<file path="config.mk">
export PLATFORM = sky130hd
export DESIGN_NAME = mbox_dual
export DESIGN_NICKNAME = d
export VERILOG_FILES = /design/src/rtl/mbox_dual.sv
export SDC_FILE = /design/constraint.sdc
export NUM_CORES = 1
export LEC_CHECK = 0
export ABC_AREA = 1
export BUFFER_PORTS_ARGS = -buffer_cell sky130_fd_sc_hd__buf_2
export CORE_MARGIN = 2
export CORE_UTILIZATION = 56
export DETAILED_ROUTE_END_ITERATION = 8
export PLACE_DENSITY_LB_ADDON = 0.12
export SKIP_LAST_GASP = 1
export SYNTH_ARGS = -nofsm -noshare
export SYNTH_HDL_FRONTEND = slang
export SYNTH_SLANG_ARGS = --single-unit
</file>
<file path="constraint.sdc">
create_clock -name clk -period 1.75 [get_ports clk]
set_input_delay 0.2625 -clock clk [delete_from_list [all_inputs] [get_ports clk]]
set_output_delay 0.2625 -clock clk [all_outputs]
set_load 0.05 [all_outputs]
</file>
<file path="src/rtl/mbox_dual.sv">
module mbox_dual #(
  parameter int CH = 4,
  parameter int DW = 32,
  parameter int AW = 8
) (
  input  logic          clk,
  input  logic          rst_n,
  input  logic          a_wr,
  input  logic [AW-1:0] a_addr,
  input  logic [DW-1:0] a_wdata,
  output logic [DW-1:0] a_rdata,
  input  logic          b_wr,
  input  logic [AW-1:0] b_addr,
  input  logic [DW-1:0] b_wdata,
  output logic [DW-1:0] b_rdata,
  output logic [CH-1:0] irq_to_a,
  output logic [CH-1:0] irq_to_b
);

  localparam int AB_EN  = 0;
  localparam int AB_ST  = 4;
  localparam int AB_CH0 = 8;
  localparam int BA_EN  = AB_CH0 + 8 * CH;
  localparam int BA_ST  = BA_EN + 4;
  localparam int BA_CH0 = BA_EN + 8;

  logic [CH-1:0] ab_en, ab_st, ba_en, ba_st;
  logic [DW-1:0] ab_cmd [CH];
  logic [DW-1:0] ab_dat [CH];
  logic [DW-1:0] ba_cmd [CH];
  logic [DW-1:0] ba_dat [CH];

  logic [CH-1:0] ab_set, ab_clr, ba_set, ba_clr;

  always_comb begin
    for (int i = 0; i < CH; i++) begin
      ab_set[i] = a_wr && (a_addr == AW'(AB_CH0 + 8 * i + 4));
      ba_set[i] = b_wr && (b_addr == AW'(BA_CH0 + 8 * i + 4));
    end
  end

  assign ab_clr = (b_wr && b_addr == AW'(AB_ST)) ? b_wdata[CH-1:0] : '0;
  assign ba_clr = (a_wr && a_addr == AW'(BA_ST)) ? a_wdata[CH-1:0] : '0;

  always_ff @(posedge clk or negedge rst_n) begin
    if (!rst_n) begin
      ab_en <= '0;
      ba_en <= '0;
      ab_st <= '0;
      ba_st <= '0;
      for (int i = 0; i < CH; i++) begin
        ab_cmd[i] <= '0;
        ab_dat[i] <= '0;
        ba_cmd[i] <= '0;
        ba_dat[i] <= '0;
      end
    end else begin
      if (b_wr && b_addr == AW'(AB_EN)) ab_en <= b_wdata[CH-1:0];
      if (a_wr && a_addr == AW'(BA_EN)) ba_en <= a_wdata[CH-1:0];
      ab_st <= ab_set | (ab_st & ~ab_clr);
      ba_st <= ba_set | (ba_st & ~ba_clr);
      for (int i = 0; i < CH; i++) begin
        if (a_wr && a_addr == AW'(AB_CH0 + 8 * i)) ab_cmd[i] <= a_wdata;
        if (ab_set[i])                             ab_dat[i] <= a_wdata;
        if (b_wr && b_addr == AW'(BA_CH0 + 8 * i)) ba_cmd[i] <= b_wdata;
        if (ba_set[i])                             ba_dat[i] <= b_wdata;
      end
    end
  end

  assign irq_to_b = ab_st & ab_en;
  assign irq_to_a = ba_st & ba_en;

  always_comb begin
    a_rdata = '0;
    if (a_addr == AW'(AB_EN)) a_rdata = DW'(ab_en);
    if (a_addr == AW'(AB_ST)) a_rdata = DW'(ab_st);
    if (a_addr == AW'(BA_EN)) a_rdata = DW'(ba_en);
    if (a_addr == AW'(BA_ST)) a_rdata = DW'(ba_st);
    for (int i = 0; i < CH; i++) begin
      if (a_addr == AW'(AB_CH0 + 8 * i))     a_rdata = ab_cmd[i];
      if (a_addr == AW'(AB_CH0 + 8 * i + 4)) a_rdata = ab_dat[i];
      if (a_addr == AW'(BA_CH0 + 8 * i))     a_rdata = ba_cmd[i];
      if (a_addr == AW'(BA_CH0 + 8 * i + 4)) a_rdata = ba_dat[i];
    end
  end

  always_comb begin
    b_rdata = '0;
    if (b_addr == AW'(AB_EN)) b_rdata = DW'(ab_en);
    if (b_addr == AW'(AB_ST)) b_rdata = DW'(ab_st);
    if (b_addr == AW'(BA_EN)) b_rdata = DW'(ba_en);
    if (b_addr == AW'(BA_ST)) b_rdata = DW'(ba_st);
    for (int i = 0; i < CH; i++) begin
      if (b_addr == AW'(AB_CH0 + 8 * i))     b_rdata = ab_cmd[i];
      if (b_addr == AW'(AB_CH0 + 8 * i + 4)) b_rdata = ab_dat[i];
      if (b_addr == AW'(BA_CH0 + 8 * i))     b_rdata = ba_cmd[i];
      if (b_addr == AW'(BA_CH0 + 8 * i + 4)) b_rdata = ba_dat[i];
    end
  end

  for (genvar g = 0; g < CH; g++) begin : g_chk
    a_r3_ab_data_sets: assert property (@(posedge clk) disable iff (!rst_n)
      (a_wr && a_addr == AW'(AB_CH0 + 8 * g + 4)) |=> ab_st[g]);
    a_r6_ba_data_sets: assert property (@(posedge clk) disable iff (!rst_n)
      (b_wr && b_addr == AW'(BA_CH0 + 8 * g + 4)) |=> ba_st[g]);
    a_r5_ab_clear: assert property (@(posedge clk) disable iff (!rst_n)
      (b_wr && b_addr == AW'(AB_ST) && b_wdata[g] &&
       !(a_wr && a_addr == AW'(AB_CH0 + 8 * g + 4))) |=> !irq_to_b[g]);
    a_r3_no_spurious_set: assert property (@(posedge clk) disable iff (!rst_n)
      (!ab_st[g] && !(a_wr && a_addr == AW'(AB_CH0 + 8 * g + 4))) |=> !ab_st[g]);
  end

  a_r7_ab_en_owner: assert property (@(posedge clk) disable iff (!rst_n)
    !(b_wr && b_addr == AW'(AB_EN)) |=> $stable(ab_en));
  a_r7_ba_en_owner: assert property (@(posedge clk) disable iff (!rst_n)
    !(a_wr && a_addr == AW'(BA_EN)) |=> $stable(ba_en));

endmodule

</file>
After elaboration in Yosys (flattened, before gate mapping)
Cells that the tools add are included.
{"block": "op_classes", "multipliers": 0, "n_mux": 42, "n_lt_le_gt_ge": 0, "shifts": 0, "reduce_logical": 22, "div_mod_pow": 0, "n_eq_ne": 38, "bitwise_logic": 8, "n_addsub": 0}
{"cell": "two-way mux 32 bit", "n": 37}
{"cell": "== test 8 x 6 -> 1 bit, second input constant", "n": 16}
{"cell": "== test 8 x 5 -> 1 bit, second input constant", "n": 8}
{"cell": "== test 8 x 7 -> 1 bit, second input constant", "n": 8}
{"cell": "== test 8 x 4 -> 1 bit, second input constant", "n": 4}
{"cell": "logical AND 1 bit", "n": 20}
{"cell": "two-way mux 4 bit", "n": 5}
{"cell": "AND 4 bit", "n": 4}
{"cell": "== test 8 x 3 -> 1 bit, second input constant", "n": 2}
{"cell": "logical NOT 8 bit", "n": 2}
{"cell": "inverter 4 bit", "n": 2}
{"cell": "OR 4 bit", "n": 2}
{"block": "word_totals", "memories": 0, "word_cells": 130, "input_bits": 84, "latch_bits": 0, "regBits": 528, "rom_bits": 0, "ram_bits": 0}

Longest topological paths before layout
{"block": "depth", "ltp_word": 21, "mapped_depth": 16, "mapped_depth_nobuf": 16}

Worst setup path before layout
Ideal clock, no wire load.
{"block": "synth_timing", "path_kind": "input-to-output", "start": "in a_addr[7]", "end": "out a_rdata[30]", "path_stages": 14, "n_path_buf": 2, "setup_slack_ns": -0.439, "arrival_time_ns": 1.926, "cell_sequence": "nor2_4 > inv_2 > nor3_4 > inv_2 > nor2_4 > buf_6 > inv_2 > clkbuf_1 > o21ai_0 > inv_1 > nand2_1 > nand3_1 > nor2_1 > nand4_1"}
{"block": "synth_between", "elab_chain_cells": 19, "elab_cells_between_ends": 36, "classes_between": "eq/ne (18); mux (18)"}
{"element": "start, declared", "line": "9", "text": "input logic [AW-1:0] a_addr,"}
{"element": "== test 8 x 6 -> 1 bit", "line": "78", "text": "if (a_addr == AW'(BA_EN)) a_rdata = DW'(ba_en);"}
{"element": "two-way mux 32 bit", "line": "78"}
{"element": "two-way mux 32 bit", "line": "79", "text": "if (a_addr == AW'(BA_ST)) a_rdata = DW'(ba_st);"}
{"element": "two-way mux 32 bit", "line": "81", "text": "if (a_addr == AW'(AB_CH0 + 8 * i)) a_rdata = ab_cmd[i];"}
{"element": "two-way mux 32 bit", "line": "82", "text": "if (a_addr == AW'(AB_CH0 + 8 * i + 4)) a_rdata = ab_dat[i];"}
{"element": "two-way mux 32 bit", "line": "83", "text": "if (a_addr == AW'(BA_CH0 + 8 * i)) a_rdata = ba_cmd[i];"}
{"element": "two-way mux 32 bit", "line": "84", "text": "if (a_addr == AW'(BA_CH0 + 8 * i + 4)) a_rdata = ba_dat[i];"}
{"element": "two-way mux 32 bit", "line": "81"}
{"element": "[3 not listed]"}
{"element": "two-way mux 32 bit", "line": "81"}
{"element": "two-way mux 32 bit", "line": "82"}
{"element": "two-way mux 32 bit", "line": "83"}
{"element": "two-way mux 32 bit", "line": "84"}
{"element": "two-way mux 32 bit", "line": "81"}
{"element": "two-way mux 32 bit", "line": "82"}
{"element": "two-way mux 32 bit", "line": "83"}
{"element": "two-way mux 32 bit *", "line": "84"}
{"element": "end, declared", "line": "11", "text": "output logic [DW-1:0] a_rdata,"}
Mark *: on every way between the ends. The rest lies on a longest branch, timed or not.

Worst setup path in the final report
{"block": "layout_timing", "start": "reg ab_dat[126] (netlist name)", "end": "out b_rdata[30]"}
{"block": "layout_between", "elab_chain_cells": 15}
{"element": "start, declared", "line": "29", "text": "logic [DW-1:0] ab_dat [CH];"}
{"element": "start signal, assigned by index", "line": "64", "text": "if (ab_set[i]) ab_dat[i] <= a_wdata;"}
{"element": "two-way mux 32 bit", "line": "96", "text": "if (b_addr == AW'(AB_CH0 + 8 * i + 4)) b_rdata = ab_dat[i];"}
{"element": "two-way mux 32 bit", "line": "97", "text": "if (b_addr == AW'(BA_CH0 + 8 * i)) b_rdata = ba_cmd[i];"}
{"element": "two-way mux 32 bit", "line": "98", "text": "if (b_addr == AW'(BA_CH0 + 8 * i + 4)) b_rdata = ba_dat[i];"}
{"element": "two-way mux 32 bit", "line": "95", "text": "if (b_addr == AW'(AB_CH0 + 8 * i)) b_rdata = ab_cmd[i];"}
{"element": "two-way mux 32 bit", "line": "96"}
{"element": "two-way mux 32 bit", "line": "97"}
{"element": "two-way mux 32 bit", "line": "98"}
{"element": "two-way mux 32 bit", "line": "95"}
{"element": "two-way mux 32 bit", "line": "96"}
{"element": "two-way mux 32 bit", "line": "97"}
{"element": "two-way mux 32 bit", "line": "98"}
{"element": "two-way mux 32 bit", "line": "95"}
{"element": "two-way mux 32 bit", "line": "96"}
{"element": "two-way mux 32 bit", "line": "97"}
{"element": "two-way mux 32 bit", "line": "98"}
{"element": "end, declared", "line": "15", "text": "output logic [DW-1:0] b_rdata,"}
No other way between the ends.

==> reports/qor.txt <==
Share of cells above drive strength 1: 24.65%
CP Launch Type: flop
Antenna Nets Post-Route: 0
Fill count: 3,621
CTS tree: done
FF+latch count, synth: 528
Critical-path cell list: nand2_1 > o21ai_2 > a21oi_2 > nand3_1 > o21ai_2 > nand3_1 > nor2_2 > nand4_1 > nor2_2 > nand4_1 > buf_6
Crit path kind: flop to output pin
Most frequent cells after synthesis: nand2_1 (1,306), dfrtp_1 (528), o21ai_0 (483)
Post-synthesis sequential area ratio: 49.13%
Drt total wl: 98.90 mm
Worst stage delay on the critical path: 0.41 ns
Vias in the first global route: 26,448
DRT Pass-1 Iters: 6
FF-to-FF End: ab_dat[116]
Area Growth Syn to Fin: 30.43%
Failing checks: negative setup slack
Num rows: 80
Port Buf Inserts: 155
Worst skew pair latency: 0.63 ns
Antenna violations before repair: 1
Yosys warnings: 0
Hpwl dp: 68.56 mm
Post-synth EDFFs: 0
Core area: 47,550 um2
Height of the die: 223.1 um
Final Hold Vio Count: 0
Global-route wire length before repair: 153.2 mm
Post-synth top flop: dfrtp_1
Gr usage total: 39.78%
Period utilisation layout: 160.5%
Non-Filler Instances: 4,592
Worst-margin pin slew: 0.6076 ns
Setup crit end kind: output pin
Reg-to-Reg Start: ab_dat[116]
Crit path buffers/inverters: 1
Leak Pwr: 16.25 nW
Layout net count: 4,011
R2r setup slk: 0.81 ns
Avg Cell Area, Syn: 7.443 um2
CP top delay family: simple AND/OR/NAND/NOR gates
Chip Width: 223.1 um
RSZ-0062 raised after global routing: true
Dpl ws: -1.036 ns
H-tree Lvls: 2
Total clock sinks: 528
Fmax: 356.1 MHz
Required @ worst endpoint: 1.49 ns
Synthesized area: 26,890 um2
CP Capture Point: b_rdata[30]
Drt drc: 0
Ys async rst share: 100.0%
Top post-synthesis cells by area: dfrtp_1 (49%), nand2_1 (18%), o21ai_0 (9.0%), a21oi_1 (3.2%), inv_1 (3.2%)
Reg2Reg Depth: 4
Hold Worst Slack: 0.07549 ns
Total power: 0.02787 W
Slew margin rel.: 59.45%
Yosys top cell area share: 49.13%
Grt ovf: 0
CP max-delay cell: dfrtp_1
Final worst slack: -1.059 ns
HP Class: input pin to flop
Die area: 49,790 um2
Placed Cells: 4,455
I/O Pins: 156
Vias: 27,791
Final setup fails: 64
Max-slew violation count: 0
Maxcap violations: 0
Cells after synthesis: 3,613
Pwr Density: 794.6 nW/um2
Area leader, netlist: dfrtp_1
CTS max path bufs: 3
Worst-path clk slew: 0.06 ns
Maximum vdd drop: 783.8 uV
Placer Congestion: 0.9507
Largest net degree at the start of global routing: 75
Initial detailed-routing violation count: 4,166
Wire per inst: 21.54 um
WP data arrival: 2.55 ns
TritonCTS Buffers: 57
Syn nets: 3,697
Crit Path Max Fanout: 3
Worst Skew: 0 ns
Worst Setup SP: ab_dat[126]
Starting Density: 56.56%
Synth unique cells: 32
Critical path depth: 11
Most common cell in the synthesized netlist: nand2_1
WHS Path Cells: 3
Fin util: 73.77%
Status: finished with violations
Root Buffer: clkbuf_16
Fin crit period: 2.809 ns
Vias per inst: 6.052
==> cell families after synthesis <==
logic type / count (synthesis) / synth area share (%)
AO/OA/AOI/OAI: 814 / 15.73
buffers and inverters: 456 / 6.788
flip-flops: 528 / 49.13
AND/OR/NAND/NOR: 1815 / 28.35
==> registers in the layout (all words and copies together) (netlist names) <==
register,count
ba_en,4
ab_dat,128
ba_st,4
ab_cmd,128
ab_st,4
ba_dat,128
ab_en,4
ba_cmd,128
==> cell usage in the layout, fill, tap and decap left out, types with 7 or more instances in the layout <==
cell type  Yosys  final
nand2_4        3      7
o21ai_1      132    103
dfrtp_1      528    527
or2_0         22     22
nand3_4        0     55
buf_12         0     76
buf_4          4    235
nor2_2        14     47
o21ai_0      483    464
a21oi_2        0     19
inv_1        226    192
buf_8          1     35
o21ai_2        0     46
clkinv_2       0     17
nor2_4        11     30
a221oi_2      10     19
clkbuf_1     156     12
nand3_1      144     68
nand2_2        7     91
buf_2         44     81
clkbuf_8       0     15
or2_2         13     13
nand2_1     1306   1217
buf_6          4     39
nand4_1      133    133
a21oi_1      171    149
nor2_1       149     97
clkbuf_16      0     59
nand3_2        4     25
inv_2         17     46
==> cell type report <==
cell class              instances  area [um2]  share of cell area, %
multi-input cells            2629       13530                  38.58
flip-flops and latches        528       13210                  37.67
repair buffers                467        4666                  13.30
clock buffers                  86        1728                  4.926
inverters                     244       949.7                  2.707
well taps                     615       769.5                  2.194
clock inverters                22       214.0                 0.6100
diodes                          1       2.502               0.007134
==> worst register-to-register path: stages (launching register included) <==
cell and delay [ns]:
dfrtp_1 0.41, buf_4 0.15, buf_4 0.12, nand2_1 0.05
o21ai_0 0.07
==> metrics by stage <==
| stage | area [um2] | TNS [ns] |
|---|---|---|
| global placement | 31500 | -154.62 |
| detailed placement | 31500 | -183.23 |
| global route | 35080 | -61.99 |
| finish | 35080 | -55.51 |
| floorplan | 27810 | -9.693 |
| CTS | 34480 | -54.58 |
==> how the worst min path moves through the flow <==
| stage | from | to | slack [ns] |
|---|---|---|---|
| after floorplan | rst_n | ab_cmd[0] | -0.03 |
| after global placement | rst_n | ba_cmd[125] | 0.18 |
| after detailed placement | rst_n | ba_cmd[125] | 0.19 |
| after CTS | a_wdata[15] | ab_dat[15] | 0.05 |
| after global routing | a_wdata[6] | ab_cmd[38] | 0.1 |
| final | b_wdata[16] | ba_cmd[112] | 0.08 |
==> what timing repair did <==
| action | 4_1_cts | 5_1_grt |
|---|---|---|
| endpoints found under the hold margin | 368 | 0 |
| resized for setup | 325 | 136 |
| hold buffers | 1 | 0 |
| endpoints found under the setup margin | 69 | 135 |
| pin swaps | 208 | 238 |
| buffers inserted | 13 | 19 |
==> power by group <==
group | switching [W] | total, W | internal (W) | leakage, nW
clock | 0.00526 | 0.0126 | 0.00738 | 0.977
sequential | 0.000498 | 0.0133 | 0.0128 | 7.28
combinational | 0.00128 | 0.00194 | 0.000659 | 7.99
==> layer usage <==
metal / global-route usage [%] / vias up / wire, um
met3: 9.667 / 207 / 13490
met2: 56.93 / 1814 / 42020
li1: - / 12454 / -
met5: 0 / - / 0
met4: 9.115 / 0 / 2250
met1: 61.03 / 13316 / 41140
No activity file was read; power rests on OpenSTA's default activity.
